File: src/rtl/cfgp_pkg.sv
package cfgp_pkg;

    localparam int WORD_W = 32;

    // Selector word, MSB first; bit positions are decoded by the match logic
    typedef struct packed {
        logic       en;
        logic [6:0] rsvd;
        logic [7:0] bus;
        logic [4:0] dev;
        logic [2:0] fn;
        logic [5:0] word;
        logic [1:0] low;
    } sel_word_t;

    typedef struct packed {
        logic err;
    } dec_state_t;

    function automatic logic [WORD_W-1:0] size_mask(input logic [1:0] size);
        logic [WORD_W-1:0] m;
        case (size)
            2'd0:    m = 32'h0000_00FF;
            2'd1:    m = 32'h0000_FFFF;
            default: m = 32'hFFFF_FFFF;
        endcase
        return m;
    endfunction

    function automatic logic [WORD_W-1:0] lane_merge(
        input logic [WORD_W-1:0] old,
        input logic [WORD_W-1:0] val,
        input logic [1:0]        lane,
        input logic [1:0]        size
    );
        logic [WORD_W-1:0] m;
        logic [WORD_W-1:0] sm;
        m  = size_mask(size);
        sm = m << {lane, 3'b000};
        return (old & ~sm) | ((val & m) << {lane, 3'b000});
    endfunction

    function automatic logic [WORD_W-1:0] lane_extract(
        input logic [WORD_W-1:0] word,
        input logic [1:0]        lane,
        input logic [1:0]        size
    );
        return (word >> {lane, 3'b000}) & size_mask(size);
    endfunction

endpackage

File: src/rtl/cfgp_sel_reg.sv
module cfgp_sel_reg
    import cfgp_pkg::*;
(
    input  logic              clk,
    input  logic              rst_n,
    input  logic              wr_en,
    input  logic [1:0]        lane,
    input  logic [1:0]        size,
    input  logic [WORD_W-1:0] wdata,
    output sel_word_t         sel_q
);

    sel_word_t sel_d;

    always_comb begin
        sel_d = sel_q;
        if (wr_en) begin
            sel_d = sel_word_t'(lane_merge(WORD_W'(sel_q), wdata, lane, size));
        end
    end

    always_ff @(posedge clk) begin
        if (!rst_n) begin
            sel_q <= '0;
        end else begin
            sel_q <= sel_d;
        end
    end


    full_word_load_chk: assert property (@(posedge clk) disable iff (!rst_n)
        (wr_en && lane == 2'd0 && size[1]) |=> (WORD_W'(sel_q) == $past(wdata)));

endmodule

File: src/rtl/cfgp_match.sv
module cfgp_match #(
    parameter int N_SLOTS   = 32,
    parameter int HDR_BYTES = 64
) (
    input  logic               en,
    input  logic [7:0]         bus,
    input  logic [2:0]         fn,
    input  logic [4:0]         dev,
    input  logic [5:0]         word,
    input  logic [N_SLOTS-1:0] present,
    output logic               hit
);

    localparam logic [6:0] WORD_LIMIT = 7'(HDR_BYTES / 4);

    logic [31:0] pres_ext;
    logic        fields_ok;

    always_comb begin
        pres_ext = '0;
        pres_ext[N_SLOTS-1:0] = present;
    end

    always_comb begin
        fields_ok = en && (bus == 8'd0) && (fn == 3'd0) && ({1'b0, word} < WORD_LIMIT);
        hit       = fields_ok && pres_ext[dev];
    end

endmodule

File: src/rtl/cfgp_read_mux.sv
module cfgp_read_mux
    import cfgp_pkg::*;
(
    input  logic              is_addr,
    input  logic              claim,
    input  logic [WORD_W-1:0] sel_word,
    input  logic [WORD_W-1:0] dev_word,
    input  logic [1:0]        lane,
    input  logic [1:0]        size,
    output logic [WORD_W-1:0] rdata
);

    always_comb begin
        if (is_addr) begin
            rdata = lane_extract(sel_word, lane, size);
        end else if (claim) begin
            rdata = lane_extract(dev_word, lane, size);
        end else begin
            rdata = size_mask(size);
        end
    end

endmodule

File: src/rtl/cfg_port_decoder.sv
module cfg_port_decoder
    import cfgp_pkg::*;
#(
    parameter int              PORT_W    = 16,
    parameter logic [PORT_W-1:0] ADDR_PORT = 16'hCF8,
    parameter logic [PORT_W-1:0] DATA_PORT = 16'hCFC,
    parameter int              N_SLOTS   = 32,
    parameter int              HDR_BYTES = 64
) (
    input  logic               clk,
    input  logic               rst_n,
    input  logic               io_valid,
    input  logic               io_write,
    input  logic [PORT_W-1:0]  io_port,
    input  logic [1:0]         io_size,
    input  logic [31:0]        io_wdata,
    output logic [31:0]        io_rdata,
    output logic               io_err,
    input  logic [N_SLOTS-1:0] dev_present,
    output logic               dev_valid,
    output logic               dev_wr,
    output logic [4:0]         dev_num,
    output logic [5:0]         dev_word,
    output logic [1:0]         dev_lane,
    output logic [1:0]         dev_size,
    output logic [31:0]        dev_wdata,
    input  logic [31:0]        dev_rdata,
    input  logic               dev_accept
);

    localparam int WIN_W = PORT_W - 2;

    logic       is_addr;
    logic       is_data;
    logic       hit;
    logic [1:0] lane;
    sel_word_t  sel_q;
    dec_state_t st_d;
    dec_state_t st_q;

    assign lane    = io_port[1:0];
    assign is_addr = (io_port[PORT_W-1:2] == ADDR_PORT[PORT_W-1:2]);
    assign is_data = (io_port[PORT_W-1:2] == DATA_PORT[PORT_W-1:2]);

    cfgp_sel_reg u_sel (
        .clk   (clk),
        .rst_n (rst_n),
        .wr_en (io_valid && io_write && is_addr),
        .lane  (lane),
        .size  (io_size),
        .wdata (io_wdata),
        .sel_q (sel_q)
    );

    cfgp_match #(
        .N_SLOTS   (N_SLOTS),
        .HDR_BYTES (HDR_BYTES)
    ) u_match (
        .en      (sel_q.en),
        .bus     (sel_q.bus),
        .fn      (sel_q.fn),
        .dev     (sel_q.dev),
        .word    (sel_q.word),
        .present (dev_present),
        .hit     (hit)
    );

    cfgp_read_mux u_rmux (
        .is_addr  (is_addr),
        .claim    (is_data && hit),
        .sel_word (WORD_W'(sel_q)),
        .dev_word (dev_rdata),
        .lane     (lane),
        .size     (io_size),
        .rdata    (io_rdata)
    );

    always_comb begin
        dev_valid = io_valid && is_data && hit;
        dev_wr    = dev_valid && io_write;
        dev_num   = sel_q.dev;
        dev_word  = sel_q.word;
        dev_lane  = lane;
        dev_size  = io_size;
        dev_wdata = io_wdata;
    end

    always_comb begin
        st_d     = st_q;
        st_d.err = io_valid && io_write && is_data && !(hit && dev_accept);
    end

    always_ff @(posedge clk) begin
        if (!rst_n) begin
            st_q <= '0;
        end else begin
            st_q <= st_d;
        end
    end

    assign io_err = st_q.err;


    err_after_data_write_chk: assert property (@(posedge clk) disable iff (!rst_n)
        io_err |-> $past(io_valid && io_write && (io_port[PORT_W-1:2] == DATA_PORT[PORT_W-1:2])));


    refused_write_err_chk: assert property (@(posedge clk) disable iff (!rst_n)
        (dev_wr && !dev_accept) |=> io_err);


    addr_write_quiet_chk: assert property (@(posedge clk) disable iff (!rst_n)
        (io_valid && io_write && (io_port[PORT_W-1:2] == ADDR_PORT[PORT_W-1:2])) |=> !io_err);


    unclaimed_ones_chk: assert property (@(posedge clk) disable iff (!rst_n)
        (io_valid && !io_write && !is_addr && !dev_valid) |-> (io_rdata == size_mask(io_size)));


    select_in_window_chk: assert property (@(posedge clk) disable iff (!rst_n)
        dev_valid |-> (io_valid && io_port[PORT_W-1:2] == WIN_W'(DATA_PORT >> 2)));

endmodule

File: config.mk
export PLATFORM = sky130hd
export DESIGN_NAME = cfg_port_decoder
export DESIGN_NICKNAME = d
export VERILOG_FILES = /design/src/rtl/cfgp_pkg.sv /design/src/rtl/cfgp_sel_reg.sv /design/src/rtl/cfgp_match.sv /design/src/rtl/cfgp_read_mux.sv /design/src/rtl/cfg_port_decoder.sv
export SDC_FILE = /design/constraint.sdc
export NUM_CORES = 1
export LEC_CHECK = 0
export CAP_MARGIN = 20
export CORE_ASPECT_RATIO = 1.75
export CORE_MARGIN = 1.5
export CORE_UTILIZATION = 41
export DETAILED_ROUTE_END_ITERATION = 16
export GPL_TIMING_DRIVEN = 1
export PLACE_DENSITY = 0.86
export RECOVER_POWER = 25
export SETUP_SLACK_MARGIN = 0.15
export SYNTH_ARGS = -nofsm -noshare
export SYNTH_HDL_FRONTEND = slang
export SYNTH_SLANG_ARGS = --single-unit
File: constraint.sdc
create_clock -name clk -period 2.84 [get_ports clk]
set_input_delay 0.284 -clock clk [delete_from_list [all_inputs] [get_ports clk]]
set_output_delay 0.284 -clock clk [all_outputs]
set_load 0.03 [all_outputs]
# == Word-level counts from Yosys, hierarchy flattened ==
# Index checks and enable logic that the tools add are counted.
# W data, S select, Z words.
# word_totals
register_bits,33
# op_classes
n_lt_le_gt_ge,2
n_eq_ne,3
n_shift,4
n_mux,9
n_bitwise,6
reduce_logical,17
# op_table
op,count
$mux W32,6
$and A32 B32 Y32,4
$pmux W32 S2,1
$shl A32 B5 Y32,2
$shr A32 B5 Y32,2
$not A32 Y32,1
$or A32 B32 Y32,1
$eq A14 B10 Y1 const B,2
$logic_and A1 B1 Y1,13
$logic_not A8 Y1,1
$lt A5 B6 Y1 const B,1
$lt A6 B5 Y1 const B,1
$bmux W1 S5,1
$logic_not A3 Y1,1
$eq A2 B1 Y1 const B,1
$logic_not A2 Y1,1
$logic_not A1 Y1,1
$mux W1,1

# == Logic depth before layout (Yosys ltp) ==
# Gate-level depths: netlist of run 1.
# depth
ltp_word,11
mapped_depth,8

# == Hierarchy ==
# From an unflattened synthesis of run 1, not the netlist that was laid out.
# unflattened
cells_unflattened,458
hier_area_um2,3844.9
# modules_own_cells
module,n_inst,cells_each,area_each_um2,seq_area_each_um2
cfgp_sel_reg,1,194,1691.6,640.6
cfgp_read_mux,1,185,1405.1,0.0
cfg_port_decoder,1,53,404.1,20.0
cfgp_match,1,26,344.1,0.0

# == Least setup slack after synthesis of run 1 ==
# Ideal clock, no wire load.
# synth_path
path_kind,reg-to-output
startpoint,"register, netlist name u_sel.sel_q[11]"
endpoint,output io_rdata[10]
t_arrival_ns,2.382
path_slack_ns,0.174
path_stages_with_launch,7
n_path_buf,1
path_cell_list,dfxtp_1 -> buf_6 -> mux4_2 -> mux2_4 -> mux2i_4 -> o32ai_4 -> a211oi_1
# synth_between
elab_chain_len,6
# synth_lines
element,line_no,rtl
$bmux W1 S5,cfgp_match.sv:26,hit = fields_ok && pres_ext[dev];
$mux W1 (not written as such),cfgp_match.sv:26,
$logic_and A1 B1 Y1,cfgp_match.sv:26,
$logic_and A1 B1 Y1,cfg_port_decoder.sv:70,".claim (is_data && hit),"
$mux W32,cfgp_read_mux.sv:16,end else if (claim) begin
$mux W32,cfgp_read_mux.sv:14,if (is_addr) begin
end: declaration,cfg_port_decoder.sv:17,"output logic [31:0] io_rdata,"
# No other way between the ends. The select of a mux whose other input is x is not followed.

# == Final worst setup path of run 1 ==
# layout_path
startpoint,"register, netlist name u_sel.sel_q[11]"
endpoint,output io_rdata[22]
# layout_between
elab_chain_len,6
# layout_lines
element,line_no
$bmux W1 S5,cfgp_match.sv:26
$mux W1 (not written as such),cfgp_match.sv:26
$logic_and A1 B1 Y1,cfgp_match.sv:26
$logic_and A1 B1 Y1,cfg_port_decoder.sv:70
$mux W32,cfgp_read_mux.sv:16
$mux W32,cfgp_read_mux.sv:14
# No other way between the ends. The select of a mux whose other input is x is not followed.

==> results of run 1 <==
==> stage by stage <==
stage / hold WS (ns) / util [%]
finish: 0.4896 / 69.87
global route: 0.5133 / 69.87
CTS: 0.4850 / 68.12
detailed placement: 0.4779 / 61.72
global placement: 0.4665 / 61.72
floorplan: 0.3836 / -
==> worst reg2reg max path, cell delays in order, from the launching register on <==
cell	delay [ns]
sky130_fd_sc_hd__dfxtp_4	0.39
sky130_fd_sc_hd__buf_12	0.13
sky130_fd_sc_hd__mux4_1	0.55
sky130_fd_sc_hd__mux2_4	0.31
sky130_fd_sc_hd__buf_4	0.14
sky130_fd_sc_hd__mux2i_1	0.12
sky130_fd_sc_hd__mux2i_1	0.09
sky130_fd_sc_hd__a31oi_1	0.18
==> sequential cells by signal (all words and copies together) (netlist names) <==
name,count
u_sel.sel_q,32
io_err,1
==> cell usage in the layout, fill, tap and decap left out, drive strengths merged, types with 3 or more instances in the layout <==
cell type      count
and2               3
o32ai              4
clkdlybuf4s50    143
a221oi             8
o2bb2ai            9
o22ai              8
nor4               3
mux4              32
mux2i             29
a21oi             46
dfxtp             33
nand2             29
mux2              13
clkbuf             8
a32oi              8
buf               81
a211oi             8
nor2b              5
dlygate4sd3       21
a22oi              9
nand4              5
nand3             15
o21ai             33
nor2              47
a21o               7
==> kinds of logic after synthesis <==
logic type             after synthesis  synth area share [%]
muxes                               74                 30.45
buffers and inverters               92                 14.43
DFF                                 33                 17.09
and+or+nand+nor                    117                 14.27
AOI/OAI and AO/OA                  140                 23.75
==> synth_stat cells (3+ instances only) <==
cell | n | area (sq um)
sky130_fd_sc_hd__and2_1 | 3 | 18.77
sky130_fd_sc_hd__buf_2 | 5 | 25.02
sky130_fd_sc_hd__dfxtp_1 | 33 | 660.6
sky130_fd_sc_hd__o21ai_0 | 26 | 130.1
sky130_fd_sc_hd__nand4_1 | 5 | 31.28
sky130_fd_sc_hd__nor2b_1 | 4 | 25.02
sky130_fd_sc_hd__nor2_1 | 47 | 176.4
sky130_fd_sc_hd__o21ai_1 | 7 | 35.03
sky130_fd_sc_hd__a22oi_1 | 9 | 67.56
sky130_fd_sc_hd__mux4_2 | 31 | 698.2
sky130_fd_sc_hd__a21o_1 | 7 | 52.55
sky130_fd_sc_hd__a211oi_2 | 5 | 62.56
sky130_fd_sc_hd__a221oi_1 | 8 | 70.07
sky130_fd_sc_hd__a32oi_1 | 8 | 70.07
sky130_fd_sc_hd__a211oi_1 | 3 | 22.52
sky130_fd_sc_hd__buf_6 | 4 | 45.04
sky130_fd_sc_hd__buf_4 | 47 | 352.8
sky130_fd_sc_hd__clkbuf_1 | 28 | 105.1
sky130_fd_sc_hd__o2bb2ai_1 | 9 | 78.83
sky130_fd_sc_hd__a21oi_1 | 46 | 230.2
sky130_fd_sc_hd__mux2i_1 | 28 | 280.3
sky130_fd_sc_hd__nand2_1 | 29 | 108.9
sky130_fd_sc_hd__o22ai_1 | 8 | 50.05
sky130_fd_sc_hd__buf_1 | 4 | 15.01
sky130_fd_sc_hd__mux2_2 | 12 | 135.1
sky130_fd_sc_hd__nand3_1 | 15 | 75.07
==> worst min-delay path by stage <==
stage                                        to  slack [ns]  cells after the start
global route        u_sel.sel_q[1]$_SDFFE_PN0P_        0.51                      2
floorplan                     io_err$_SDFF_PN0_        0.38                      1
global placement    u_sel.sel_q[0]$_SDFFE_PN0P_        0.47                      2
CTS                 u_sel.sel_q[0]$_SDFFE_PN0P_        0.48                      2
detailed placement  u_sel.sel_q[0]$_SDFFE_PN0P_        0.48                      2
finish              u_sel.sel_q[0]$_SDFFE_PN0P_        0.49                      2
==> power breakdown <==
part | internal (uW) | leakage, uW | switching [uW] | total (uW)
registers | 462 | 0.000266 | 0.00572 | 462
clock network | 438 | 0.0000841 | 195 | 632
logic | 340 | 0.00204 | 338 | 678
==> final cells by class <==
cell class	instances	share of cell area, %
multi-input combinational	334	45.96
timing repair buffer	246	38.26
sequential	33	10.46
tap	120	2.363
clock buffer	7	2.245
clock inverter	1	0.4726
inverter	4	0.2363
==> what timing repair did <==
item                       4_1_cts  5_1_grt
cloned                           4        0
pin swaps                       19        3
setup endpoints to repair       34       34
setup buffers                   14        3
gates resized for setup         41       25
==> layer usage <==
layer	global-route usage, %	vias up	part of all wire [%]
met1	34.61	2222	32
met2	56.89	375	52
met4	19.65	0	7.6
li1	-	2044	-
met5	0	-	0
met3	4.861	103	8.0
==> results.txt, run 1 <==
----------------------------------------------------
[Status]
  Run status ... finished, violations left
  Violated checks ... negative setup slack

[Place]
  Post-placement worst setup slack ... -0.1505 ns
  DP Cell Count ... 715
  IO Port Bufs ... 200
  Post-place instance area ... 5613 sq um
  Final weighted congestion in routability-driven placement ... 0.8914
  HPWL after detailed placement ... 11100 um

[Floorplanning]
  Number of placement rows ... 46
  Core Area ... 9094 sq um
  Die area ... 10040 sq um
  Vert. Die Dim ... 131.5 um
  Top-Level Pins ... 201
  Starting utilization of the core area ... 42.52%
  Horizontal die dimension ... 76.41 um

[Worst setup path]
  Worst Reg2Reg Path Length in Cells ... 7
  RR Endpoint ... io_err$_SDFF_PN0_
  Buffers plus inverters on the worst setup path ... 3
  Critical path startpoint category ... flop
  Library cell appearing most often on the critical path ... sky130_fd_sc_hd__buf_6
  Worst reg-to-reg setup slack ... 0.85 ns
  Critical path class ... reg -> out
  Capture point of the worst path ... io_rdata[22]
  Data required time of the critical path ... 2.56 ns
  Launch instance of the worst register-to-register path ... u_sel.sel_q[11]$_SDFFE_PN0P_
  Top cell family by delay on the critical path ... multiplexers
  Endpoint arrival time on the critical path ... 2.77 ns
  Critical Path Max Stage Delay ... 0.52 ns
  Slowest stage cell, crit path ... sky130_fd_sc_hd__mux4_2
  Worst Path Max Fanout ... 6
  Critical-path cell list ... buf_12 -> mux4_2 -> mux2_4 -> mux2i_4 -> o32ai_4 -> buf_6 -> o2bb2ai_2 -> buf_6
  Stages on worst setup path ... 8
  Critical path startpoint ... u_sel.sel_q[11]$_SDFFE_PN0P_
  Endpoint type of the worst setup path ... output pin

[GRT]
  Initial antenna violation count ... 0
  Total overflow reported by the global router ... 0
  GRT Overall Usage ... 31.86%
  Global-route wire length before repair ... 25610 um
  Via count of the first global-routing pass ... 4875
  Maximum number of pins on one net before global-route repair ... 39

[Synthesis]
  Post-synthesis instance total ... 456
  Ys async rst share ... 0%
  Synth cell types ... 45
  Primary FF master, synth ... sky130_fd_sc_hd__dfxtp_1
  Fraction of the yosys area taken by sequential cells ... 17.09%
  Number of enable-type register cells in the synthesized netlist ... 0
  Synth Net Count ... 575
  Number of register bits inferred by synthesis ... 33
  Synthesized area per cell ... 8.479 sq um
  Total standard cell area after synthesis ... 3866 sq um
  Yosys Warn Count ... 0

[Final layout]
  Count of filler cells inserted in the layout ... 640
  Area occupied by multi-input gates ... 2920 sq um
  Area occupied by registers ... 664.4 sq um
  Layout net count ... 743
  Diodes inserted ... 0
  Layout cells sized above 1 ... 27.84%
  Count of non-filler cells in the finished layout ... 745
  Layout overhead on the synthesized area ... 64.34%
  Post-route standard cell area excluding fillers ... 6354 sq um

[Power and ir drop]
  Leakage power total ... 0.002392 uW
  Total power per unit cell area ... 279.0 nW/um^2
  Post-layout power ... 1773 uW
  Worst ir drop on vdd ... 0.2379 mV

[Drt]
  Count of unresolved DRC violations after routing ... 0
  Vias ... 4744
  Via count normalized by instance count ... 6.368
  Antenna-violating nets left ... 0
  DRC marker count from the first detailed-route iteration ... 520
  Detailed-route wire length ... 16670 um
  WL/cell ... 22.38 um
  DRT Pass-1 Iters ... 5

[CTS]
  Maximum number of buffers from clock root to sink ... 2
  CTS tree ... built
  Source-to-sink clock delay at the later pin of the worst-skew pair ... 0.28 ns
  Clock transition at path regs ... 0.05 ns
  Clock sink count ... 33
  Number of H-tree levels ... 2
  Number of buffers inserted by hold repair at cts ... 0
  Clock Tree Root ... sky130_fd_sc_hd__clkbuf_16
  Number of buffers created by CTS ... 5

[STA]
  Slew @ Worst Pin ... 0.9863 ns
  RSZ-0062 raised after global routing ... yes
  Maximum clock frequency ... 0.3277 GHz
  Time the final worst path needs with I/O delays and setup ... 3.052 ns
  Portion of the clock cycle consumed by the worst path in the final layout ... 107.5%
  Worst Skew ... 0.002716 ns
  Number of setup violations in the final report ... 16
  Rel. slew slack ... 34.18%
  Number of hold violations in the final report ... 0
  Total count of max-transition violations in the final report ... 0
  Min setup slack post-route ... -0.2118 ns
  Setup tns final ... -1.017 ns

[Worst hold path]
  Hold Path Class ... reg -> reg
  Worst Hold Launch ... u_sel.sel_q[0]$_SDFFE_PN0P_

[Flow run]
  Count of maximum capacitance violations ... 0

----------------------------------------------------
Note: power is estimated with default switching activity, not from simulation.
==> run 2: changes to the inputs <==
Settings changed: CAP_MARGIN 20 to 25, HOLD_SLACK_MARGIN set to 0.15.
==> results of run 2 <==
Final layout, timing and power as in run 1 (identical DEF).
==> run 3: changes to the inputs <==
Settings changed: SETUP_SLACK_MARGIN 0.15 to unset.
==> run 3 against run 2 <==
Net effect:
- the run still ends with negative setup slack left
- non-clock buffer count shrank 3
- sequential share of layout area rose by 0.16 points
- critical path type unchanged
- via count hardly changed
- register-to-register slack worse by 0.05 ns
- setup slack better by 0.12 ns
- largest cell class unchanged
- power fell by 0.58%
- cell count is 0.40% lower
- critical path depth did not move
==> results.txt, run 3 (synthesis gave the netlist of run 1 again) <==
----------------------------------------------------
[Status]
  Run status ... finished, violations left
  Violated checks ... negative setup slack

[Floorplanning]
  Starting utilization of the core area ... 42.52% (unchanged)
  Die area ... 10040 sq um (unchanged)
  Vert. Die Dim ... 131.5 um (unchanged)
  Horizontal die dimension ... 76.41 um (unchanged)
  Number of placement rows ... 46 (unchanged)
  Core Area ... 9094 sq um (unchanged)
  Top-Level Pins ... 201 (unchanged)

[Worst setup path]
  Slowest stage cell, crit path ... sky130_fd_sc_hd__mux4_2
  Worst reg-to-reg setup slack ... 0.80 ns (-0.05 ns)
  Critical path startpoint ... u_sel.sel_q[11]$_SDFFE_PN0P_
  Critical path startpoint category ... flop
  Data required time of the critical path ... 2.56 ns (about the same)
  Stages on worst setup path ... 8 (unchanged)
  Critical-path cell list ... buf_12 -> mux4_2 -> mux2_4 -> mux2i_4 -> o32ai_4 -> buf_6 -> a211oi_4 -> buf_6
  RR Endpoint ... io_err$_SDFF_PN0_
  Library cell appearing most often on the critical path ... sky130_fd_sc_hd__buf_6
  Endpoint type of the worst setup path ... output pin
  Endpoint arrival time on the critical path ... 2.65 ns (-0.12 ns)
  Worst Reg2Reg Path Length in Cells ... 8 (+1)
  Buffers plus inverters on the worst setup path ... 3 (unchanged)
  Worst Path Max Fanout ... 6 (unchanged)
  Capture point of the worst path ... io_rdata[14]
  Critical Path Max Stage Delay ... 0.51 ns (about the same)
  Top cell family by delay on the critical path ... multiplexers
  Critical path class ... reg -> out
  Launch instance of the worst register-to-register path ... u_sel.sel_q[11]$_SDFFE_PN0P_

[GRT]
  Initial antenna violation count ... 0 (unchanged)
  Maximum number of pins on one net before global-route repair ... 39 (unchanged)
  Total overflow reported by the global router ... 0 (unchanged)
  Global-route wire length before repair ... 24570 um (-4.1%)
  Via count of the first global-routing pass ... 4807 (-1.4%)
  GRT Overall Usage ... 30.30% (-1.6 points)

[Final layout]
  Core occupancy in the finished layout ... 68.82% (-1.0 points)
  Count of filler cells inserted in the layout ... 646 (+0.94%)
  Layout cells sized above 1 ... 26.37% (-1.5 points)
  Register containing the most flip-flops in the final layout ... u_sel.sel_q
  Layout net count ... 740 (-0.40%)
  Post-route standard cell area excluding fillers ... 6259 sq um (-1.5%)
  Area occupied by registers ... 664.4 sq um (unchanged)
  Max FFs per register ... 32 (unchanged)
  Most frequent standard cell in the layout excluding fill and tap cells ... sky130_fd_sc_hd__clkdlybuf4s50_1
  Layout overhead on the synthesized area ... 61.88%
  Area occupied by multi-input gates ... 2888 sq um (-1.1%)
  Leading cell types in the layout, fill and taps excluded ... sky130_fd_sc_hd__clkdlybuf4s50_1, sky130_fd_sc_hd__buf_4, sky130_fd_sc_hd__nor2_1
  Diodes inserted ... 0 (unchanged)

[Drt]
  DRC marker count from the first detailed-route iteration ... 442 (-15%)
  Vias ... 4741 (-0.063%)
  Via count normalized by instance count ... 6.389 (+0.34%)
  Count of unresolved DRC violations after routing ... 0 (unchanged)
  DRT Pass-1 Iters ... 5 (unchanged)
  Detailed-route wire length ... 16040 um (-3.8%)
  WL/cell ... 21.61 um (-3.4%)
  Antenna-violating nets left ... 0 (unchanged)

[Worst hold path]
  Hold Path Class ... reg -> reg
  Hold-critical path depth ... 2 (unchanged)

[Power and ir drop]
  Worst ir drop on vdd ... 0.2437 mV (+2.4%)
  Total power per unit cell area ... 281.6 nW/um^2 (+0.93%)
  Leakage power total ... 0.002353 uW (-1.6%)

[STA]
  RSZ-0062 raised after global routing ... yes
  Rel. slew slack ... 34.47% (+0.29 points)
  Portion of the clock cycle consumed by the worst path in the final layout ... 103.3% (-4.2 points)
  Min setup slack post-route ... -0.09232 ns (+0.1195 ns)
  Total count of max-transition violations in the final report ... 0 (unchanged)
  Slew @ Worst Pin ... 0.9819 ns (-0.004411 ns)
  Number of setup violations in the final report ... 9 (-7)
  Number of hold violations in the final report ... 0 (unchanged)
  Time the final worst path needs with I/O delays and setup ... 2.932 ns (-0.1195 ns)
  Maximum clock frequency ... 0.3410 GHz (+4.1%)
  Worst Skew ... 0.001611 ns (-0.001105 ns)
  Setup tns final ... -0.4053 ns (+0.6115 ns)

[CTS]
  Number of buffers created by CTS ... 5 (unchanged)
  Maximum number of buffers from clock root to sink ... 2 (unchanged)
  CTS tree ... built
  Clock Tree Root ... sky130_fd_sc_hd__clkbuf_16
  Number of buffers inserted by hold repair at cts ... 0 (unchanged)
  Clock sink count ... 33 (unchanged)
  Number of H-tree levels ... 2 (unchanged)
  Clock transition at path regs ... 0.05 ns (about the same)
  Source-to-sink clock delay at the later pin of the worst-skew pair ... 0.28 ns (about the same)

[Place]
  Post-place instance area ... 5613 sq um (unchanged)
  Final weighted congestion in routability-driven placement ... 0.8914 (unchanged)
  Post-placement worst setup slack ... -0.1505 ns (unchanged)
  IO Port Bufs ... 200 (unchanged)
  HPWL after detailed placement ... 11100 um (unchanged)

[Flow run]
  Count of maximum capacitance violations ... 0 (unchanged)

----------------------------------------------------
run 3: cell types whose count changed in the layout (fill, tap and decap cells not counted), sizes merged:
cell,change
buf,-3
clkdlybuf4s50,-2
dlygate4sd3,+2
run 3: through the flow:
step	std cells	hold slack, ns	total power [uW]
2_1_floorplan	456	0.3836	808.6
3_3_place_gp	715	0.4665	1078
3_5_place_dp	715	0.4779	1090
4_1_cts	739	0.4850	1733
5_1_grt	742	0.5133	1815
6_report	742	0.4882	1762
run 3: power by group:
group,total (uW),switching [uW],internal (uW),leakage [uW]
sequential,462,0.00563,462,0.000266
clock,633,195,438,0.0000841
combinational,667,331,336,0.00200
total,1760,526,1240,0.00235
run 3: final cells by class:
class / count / share of cell area (%)
Clock inverter: 1 / 0.4798
Sequential cell: 33 / 10.62
Timing Repair Buffer: 243 / 37.84
Inverter: 4 / 0.2399
Multi-Input combinational cell: 334 / 46.14
Tap cell: 120 / 2.399
Clock buffer: 7 / 2.279
run 3: worst min-delay path by stage:
stage                                           start                           to
after global routing      u_sel.sel_q[1]$_SDFFE_PN0P_  u_sel.sel_q[1]$_SDFFE_PN0P_
after global placement    u_sel.sel_q[0]$_SDFFE_PN0P_  u_sel.sel_q[0]$_SDFFE_PN0P_
final                     u_sel.sel_q[0]$_SDFFE_PN0P_  u_sel.sel_q[0]$_SDFFE_PN0P_
after floorplan                            dev_accept            io_err$_SDFF_PN0_
after CTS                 u_sel.sel_q[0]$_SDFFE_PN0P_  u_sel.sel_q[0]$_SDFFE_PN0P_
after detailed placement  u_sel.sel_q[0]$_SDFFE_PN0P_  u_sel.sel_q[0]$_SDFFE_PN0P_
run 3: what timing repair did:
| item | CTS | global route |
|---|---|---|
| endpoints found under the setup margin | 34 | 34 |
| buffers inserted | 12 | 2 |
| pin swaps | 5 | 13 |
| gates cloned | 4 | 0 |
| gates resized for setup | 16 | 28 |
run 3: layer usage:
layer	share of wire [%]	wire (um)	GRT usage [%]	up-vias
met3	7.2	1149	4.097	95
met4	7.0	1124	17.18	0
li1	-	-	-	2036
met1	34	5431	33.65	2232
met5	0	0	0	-
met2	52	8329	54.37	378
run 3: worst register-to-register path: cells and delay by family, from the launching register on:
family / cells / cell delay, ns
AOI/OAI and AO/OA: 1 / 0.18
buffers and inverters: 3 / 0.35
DFF: 1 / 0.38
muxes: 4 / 1.07
